### src/rtl/spi_cmd_pkg.sv
package spi_cmd_pkg;

  // Events produced by the front end, one system cycle wide each.
  typedef struct packed {
    logic cs_act;   // slave selected (synchronized)
    logic start;    // first cycle of a selected frame
    logic cap;      // sample data-in now
    logic shf;      // advance / reload the transmit shifter now
    logic mosi;     // synchronized data-in bit
  } spi_evt_t;

endpackage

### src/rtl/spi_cmd_sync.sv
module spi_cmd_sync
  import spi_cmd_pkg::*;
#(
  parameter int unsigned SYNC_STAGES = 2
) (
  input  logic     clk,
  input  logic     rst_n,
  input  logic     cfg_cpol,
  input  logic     cfg_cpha,
  input  logic     spi_sclk,
  input  logic     spi_mosi,
  input  logic     spi_cs_n,
  output logic     rst_n_s,
  output spi_evt_t evt
);

  localparam int unsigned LAST = SYNC_STAGES - 1;

  logic                   rst_meta;
  logic [SYNC_STAGES-1:0] sclk_p, mosi_p, cs_p;
  logic                   sclk_d, cs_d;
  logic                   rise, fall, lead, trail;

  // Reset: asserted asynchronously, released on a clock edge.
  always_ff @(posedge clk or negedge rst_n) begin
    if (!rst_n) begin
      rst_meta <= 1'b0;
      rst_n_s  <= 1'b0;
    end else begin
      rst_meta <= 1'b1;
      rst_n_s  <= rst_meta;
    end
  end

  always_ff @(posedge clk or negedge rst_n_s) begin
    if (!rst_n_s) begin
      sclk_p <= '0;
      mosi_p <= '0;
      cs_p   <= '1;
      sclk_d <= 1'b0;
      cs_d   <= 1'b1;
    end else begin
      sclk_p <= {sclk_p[SYNC_STAGES-2:0], spi_sclk};
      mosi_p <= {mosi_p[SYNC_STAGES-2:0], spi_mosi};
      cs_p   <= {cs_p[SYNC_STAGES-2:0], spi_cs_n};
      sclk_d <= sclk_p[LAST];
      cs_d   <= cs_p[LAST];
    end
  end

  always_comb begin
    rise       = sclk_p[LAST] & ~sclk_d;
    fall       = ~sclk_p[LAST] & sclk_d;
    lead       = cfg_cpol ? fall : rise;
    trail      = cfg_cpol ? rise : fall;
    evt.cs_act = ~cs_p[LAST];
    evt.start  = ~cs_p[LAST] & cs_d;
    evt.cap    = evt.cs_act & (cfg_cpha ? trail : lead);
    evt.shf    = evt.cs_act & (cfg_cpha ? lead : trail);
    evt.mosi   = mosi_p[LAST];
  end

  // with each clock level lasting several cycles, a sample event is
  // never followed directly by another sample or shift event.
  a_r2_event_spacing: assert property (@(posedge clk) disable iff (!rst_n_s)
    evt.cap |=> !evt.cap && !evt.shf);

endmodule

### src/rtl/spi_cmd_decode.sv
module spi_cmd_decode #(
  parameter int unsigned DATA_W   = 8,
  parameter int unsigned NUM_REGS = 4,
  parameter int unsigned CMD_BASE = 'hA0
) (
  input  logic [DATA_W-1:0]          cmd_i,
  input  logic [NUM_REGS*DATA_W-1:0] reg_file_i,
  output logic [DATA_W-1:0]          val_o
);

  logic [NUM_REGS-1:0] hit;
  logic [DATA_W-1:0]   masked [NUM_REGS];

  // one comparator per register slot; no match leaves zero.
  for (genvar k = 0; k < NUM_REGS; k++) begin : g_slot
    assign hit[k]    = (cmd_i == DATA_W'(CMD_BASE + k));
    assign masked[k] = hit[k] ? reg_file_i[k*DATA_W +: DATA_W] : '0;
  end

  always_comb begin
    val_o = '0;
    for (int j = 0; j < NUM_REGS; j++) val_o = val_o | masked[j];
  end

endmodule

### src/rtl/spi_cmd_slave.sv
module spi_cmd_slave
  import spi_cmd_pkg::*;
#(
  parameter int unsigned DATA_W      = 8,
  parameter int unsigned NUM_REGS    = 4,
  parameter int unsigned CMD_BASE    = 'hA0,
  parameter int unsigned SYNC_STAGES = 2
) (
  input  logic                       clk,
  input  logic                       rst_n,
  input  logic                       cfg_cpol,
  input  logic                       cfg_cpha,
  input  logic                       cfg_stream,
  input  logic                       spi_sclk,
  input  logic                       spi_mosi,
  input  logic                       spi_cs_n,
  output logic                       spi_miso,
  input  logic [NUM_REGS*DATA_W-1:0] reg_file_i,
  input  logic [DATA_W-1:0]          sample_i,
  output logic [DATA_W-1:0]          rx_byte_o,
  output logic                       rx_valid_o
);

  localparam int unsigned CNT_W = $clog2(DATA_W);
  localparam logic [CNT_W-1:0] CNT_LAST = CNT_W'(DATA_W - 1);

  logic     rst_n_s;
  spi_evt_t evt;

  logic [CNT_W-1:0]  bit_cnt_q, bit_cnt_d;
  logic [DATA_W-2:0] rx_sh_q, rx_sh_d;
  logic [DATA_W-1:0] rx_next, dec_val;
  logic [DATA_W-1:0] tx_q, tx_d;
  logic [DATA_W-1:0] resp_q, resp_d;
  logic [DATA_W-1:0] rx_byte_d;
  logic              rx_valid_d;
  logic              byte_done, load_tx;

  spi_cmd_sync #(.SYNC_STAGES(SYNC_STAGES)) u_sync (
    .clk      (clk),
    .rst_n    (rst_n),
    .cfg_cpol (cfg_cpol),
    .cfg_cpha (cfg_cpha),
    .spi_sclk (spi_sclk),
    .spi_mosi (spi_mosi),
    .spi_cs_n (spi_cs_n),
    .rst_n_s  (rst_n_s),
    .evt      (evt)
  );

  assign rx_next = {rx_sh_q, evt.mosi};

  spi_cmd_decode #(
    .DATA_W   (DATA_W),
    .NUM_REGS (NUM_REGS),
    .CMD_BASE (CMD_BASE)
  ) u_decode (
    .cmd_i      (rx_next),
    .reg_file_i (reg_file_i),
    .val_o      (dec_val)
  );

  // Next-state logic.
  always_comb begin
    bit_cnt_d  = bit_cnt_q;
    rx_sh_d    = rx_sh_q;
    tx_d       = tx_q;
    resp_d     = resp_q;
    rx_byte_d  = rx_byte_o;
    rx_valid_d = 1'b0;
    byte_done  = evt.cap && (bit_cnt_q == CNT_LAST);
    // Byte start: frame entry, or a shift edge on a byte boundary.
    load_tx    = evt.start || (evt.shf && (bit_cnt_q == '0));

    if (!evt.cs_act) begin
      bit_cnt_d = '0;
    end else begin
      if (evt.cap) begin
        bit_cnt_d = byte_done ? '0 : bit_cnt_q + 1'b1;
        rx_sh_d   = rx_next[DATA_W-2:0];
      end
      if (byte_done) begin
        rx_valid_d = 1'b1;
        rx_byte_d  = rx_next;
        resp_d     = dec_val;
      end
      if (load_tx) begin
        tx_d = cfg_stream ? sample_i : resp_q;
      end else if (evt.shf) begin
        tx_d = {tx_q[DATA_W-2:0], 1'b0};
      end
    end
  end

  // State registers.
  always_ff @(posedge clk or negedge rst_n_s) begin
    if (!rst_n_s) begin
      bit_cnt_q  <= '0;
      rx_sh_q    <= '0;
      tx_q       <= '0;
      resp_q     <= '0;
      rx_byte_o  <= '0;
      rx_valid_o <= 1'b0;
    end else begin
      bit_cnt_q  <= bit_cnt_d;
      rx_sh_q    <= rx_sh_d;
      tx_q       <= tx_d;
      resp_q     <= resp_d;
      rx_byte_o  <= rx_byte_d;
      rx_valid_o <= rx_valid_d;
    end
  end

  assign spi_miso = evt.cs_act & tx_q[DATA_W-1];

  // the received-byte strobe is a single cycle.
  a_r3_valid_pulse: assert property (@(posedge clk) disable iff (!rst_n_s)
    rx_valid_o |=> !rx_valid_o);

  // the queued response only moves when a byte completes.
  a_r4_resp_hold: assert property (@(posedge clk) disable iff (!rst_n_s)
    !rx_valid_o |-> $stable(resp_q));

  // an unmatched command leaves a zero response queued.
  a_r5_unknown_zero: assert property (@(posedge clk) disable iff (!rst_n_s)
    (rx_valid_o && ((int'(rx_byte_o) < int'(CMD_BASE)) ||
                    (int'(rx_byte_o) >= int'(CMD_BASE + NUM_REGS))))
    |-> (resp_q == '0));

  // select held high at the pin keeps the output low.
  a_r8_miso_idle: assert property (@(posedge clk) disable iff (!rst_n_s)
    (spi_cs_n && $past(spi_cs_n) && $past(spi_cs_n, 2)) |-> !spi_miso);

  // deselection clears the bit counter.
  a_r8_cnt_clear: assert property (@(posedge clk) disable iff (!rst_n_s)
    !evt.cs_act |=> (bit_cnt_q == '0));

  // within a frame the output moves only after a shift or start event.
  a_r2_miso_steady: assert property (@(posedge clk) disable iff (!rst_n_s)
    (evt.cs_act && $past(evt.cs_act) && !$past(evt.shf) && !$past(evt.start))
    |-> $stable(spi_miso));

endmodule

### config.mk
export PLATFORM = sky130hd
export DESIGN_NAME = spi_cmd_slave
export DESIGN_NICKNAME = d
export VERILOG_FILES = /design/src/rtl/spi_cmd_pkg.sv /design/src/rtl/spi_cmd_sync.sv /design/src/rtl/spi_cmd_decode.sv /design/src/rtl/spi_cmd_slave.sv
export SDC_FILE = /design/constraint.sdc
export NUM_CORES = 1
export LEC_CHECK = 0
export CAP_MARGIN = 20
export CORE_MARGIN = 3
export CORE_UTILIZATION = 52
export DETAILED_ROUTE_END_ITERATION = 7
export PLACE_DENSITY_LB_ADDON = 0.25
export SETUP_SLACK_MARGIN = 0.15
export SLEW_MARGIN = 20
export SYNTH_ARGS = -nofsm -noshare
export SYNTH_HDL_FRONTEND = slang
export SYNTH_HIERARCHICAL = 1
export SYNTH_SLANG_ARGS = --single-unit
### constraint.sdc
create_clock -name clk -period 2.7 [get_ports clk]
set_input_delay 0.54 -clock clk [delete_from_list [all_inputs] [get_ports clk]]
set_output_delay 0.54 -clock clk [all_outputs]
set_load 0.05 [all_outputs]
==> results of run 1 <==
[per-stage QoR]
stage	cells	util	hold WS (ps)
5_1_grt	270	0.747	368
3_5_place_dp	262	0.723	340
3_3_place_gp	262	0.723	339
6_report	270	0.747	359
4_1_cts	270	0.747	363
2_1_floorplan	163	-	244
[sequential cells by signal, indices dropped and copies added (netlist names)]
register,flops
resp_q,8
rx_byte_o,8
tx_q,8
rx_sh_q,7
bit_cnt_q,3
u_sync/cs_p,2
u_sync/mosi_p,2
u_sync/sclk_p,2
rx_valid_o,1
u_sync/cs_d,1
u_sync/rst_meta,1
u_sync/rst_n_s,1
u_sync/sclk_d,1
[power breakdown]
group / switching [W] / internal (W)
sequential: 0.0000749 / 0.000747
combinational: 0.0000979 / 0.000177
clock: 0.000224 / 0.000183
[per-layer routing]
metal | routed length, µm | part of all wire
met1 | 1660 | 0.41
met4 | 31 | 0.0076
met5 | 0 | 0
met3 | 264 | 0.064
met2 | 2140 | 0.52
[worst max-delay path, cell delays in order (launching register included)]
cell and delay (ps):
dfstp_2 560, inv_1 140, and2_1 170, clkdlybuf4s50_1 690
[kinds of logic (layout without fill, tap and decap cells)]
group | count (synthesis) | in the layout | share of synthesized area
AND/OR/NAND/NOR | 32 | 32 | 0.0940
multiplexers | 42 | 42 | 0.254
AO/OA/AOI/OAI | 26 | 26 | 0.0750
flip-flops | 45 | 45 | 0.521
XOR/XNOR | 1 | 1 | 0.00404
buffers and inverters | 13 | 72 | 0.0334
adder cells (fa/ha/maj) | 3 | 3 | 0.0173
other | 1 | 1 | 0.00173
[synthesized netlist by cell type (2+ instances only)]
library cell  instances  share of area
a21oi_1               7          0.016
nand2_1               2         0.0035
mux4_2                8          0.083
buf_6                 2          0.010
dfstp_2               3          0.036
and3_1                8          0.023
and2_1                2         0.0058
or3b_1                2         0.0081
mux2_2               15          0.078
nand3b_1              3          0.010
a22o_1                7          0.028
inv_1                 4         0.0069
clkbuf_1              2         0.0035
mux2i_1              10          0.046
dfrtp_1              42           0.48
mux2_1                9          0.047
buf_2                 3         0.0069
ha_1                  3          0.017
nor2_1                9          0.016
o21ai_0              10          0.023
[cell type report]
type | count | area, µm²
Clock buffer | 5 | 68.8
Fill cell | 240 | 970
Timing Repair Buffer | 60 | 593
Sequential cell | 45 | 1130
Multi-Input combinational cell | 105 | 967
Inverter | 4 | 15.0
Clock inverter | 3 | 22.5
Tap cell | 48 | 60.1
[final timing paths]
| kind | startpoint | endpoint | slack (ps) |
|---|---|---|---|
| max | u_sync/cs_p[1] | spi_miso | 300 |
| min | u_sync/sclk_p[0] | u_sync/sclk_p[1] | 360 |
| max reg2reg | u_sync/sclk_p[1] | resp_q[3] | 820 |
| min reg2reg | u_sync/sclk_p[0] | u_sync/sclk_p[1] | 360 |
| max in group asynchronous | u_sync/rst_n_s | tx_q[1] | 1590 |
| min in group asynchronous | rst_n | u_sync/rst_n_s | 400 |
==> results.md, run 1 <==
- Outcome: complete, no violations
- Crit Path Category: reg -> out
- Worst R2R Path Depth: 5
- Grt ovf: 0
- Total Routed Length: 4100 µm
- Pleak: 1.31 nW
- Syn avg cell area: 13.3 µm²
- Port bufs: 57
- Worst skew pair latency: 290 ps
- Most frequent cells in the layout: 57 x clkdlybuf4s50_1, 42 x dfrtp_1, 15 x mux2_2
- Hold depth: 0
- Post-CTS Setup Inserts: 0
- Flops & latches, synth: 45
- Largest net degree at the start of global routing: 27
- DR iter-0 viols: 66
- WP data required: 2160 ps
- CTS tree: yes
- Hold_buf cts: 0
- Unrepaired setup endpoints after global routing: no
- Max_cap viols: 0
- EDFF count, synth: 0
- Pins Over Slew Limit: 0
- Global-route wire length before repair: 7370 µm
- N_diodes: 0
- CTS root buffer: clkbuf_8
- Clock skew: 6.92 ps
- Seq/Total Area, Yosys: 0.521
- Core area: 3830 µm²
- CP Capture Type: output port
- Clk buf depth: 2
- Initial antenna violation count: 0
- ANT nets after route: 0
- Ys async rst share: 1.00
- GRT busiest layer: met2
- Layout area overhead: 31.7%
- Post-synthesis cell count: 163
- Fraction of layout cells with a size suffix above 1: 0.185
- Critical Path Source Type: register
- Synthesized area: 2170 µm²
- DRC Markers: 0
- Chip Width: 70.6 µm
- Worst vdd ir: 0.399 mV
- Worst EP arrival: 1860 ps
- Main flop type after synthesis: dfrtp_1
- Drt via density: 5.53
- Fmax: 0.417 GHz
- All-Layer GR Usage: 0.184
- Die H: 70.6 µm
- Num ports: 58
- Setup_tns: 0 ps
- DP Worst Slack: 288 ps
- H-tree depth: 2
- Min-Delay Path Class: reg -> reg
- Post-DP Area: 2770 µm²
- TritonRoute pass-1 iters: 4
- M1 GR Usage: 0.216
- Met3 Use GR: 0.0597
- Tmin final: 2400 ps
- # rows: 22
- WL/cell: 15.2 µm
- Post-Syn Nets: 214
- Yosys Warn Count: 6
- Final period utilization: 0.888
- DIE AREA: 4980 µm²
- Pwr Total: 0.00151 W
- Power density cells: 527 nW/µm²
- Rel. slew slack: 0.364
- Vias in the first global route: 1668
- Fin area: 2860 µm²
- Setup violators final: 0
- Routability congestion estimate: 0.796
- Fin nets: 272
- CTS buffer count: 5
- Global Route met2 Usage: 0.326
- Hold Vio Cnt, Final: 0
- Worst-path maximum fanout: 7
- Final WS setup: 302 ps
- Commonest non-fill, non-tap cell in the layout: clkdlybuf4s50_1
- Worst-path clk slew: 80 ps
- Starting Density: 0.567
- Vias: 1494
- Worst slew pin tran: 954 ps
- Post-synthesis cell type count: 32
- CTS sink cnt: 45
- CTS resizes: 0
- Dpl hpwl: 3300 µm
Note: power is estimated with default switching activity, not from simulation.
==> run 2, diff against run 1 <==
--- a/config.mk
+++ b/config.mk
@@ -11,7 +11,6 @@
 export DETAILED_ROUTE_END_ITERATION = 7
 export PLACE_DENSITY_LB_ADDON = 0.25
 export SETUP_SLACK_MARGIN = 0.15
-export SLEW_MARGIN = 20
 export SYNTH_ARGS = -nofsm -noshare
 export SYNTH_HDL_FRONTEND = slang
 export SYNTH_HIERARCHICAL = 1
==> results of run 2 <==
Same layout as run 1: the final DEF is identical, and so are final timing and power.
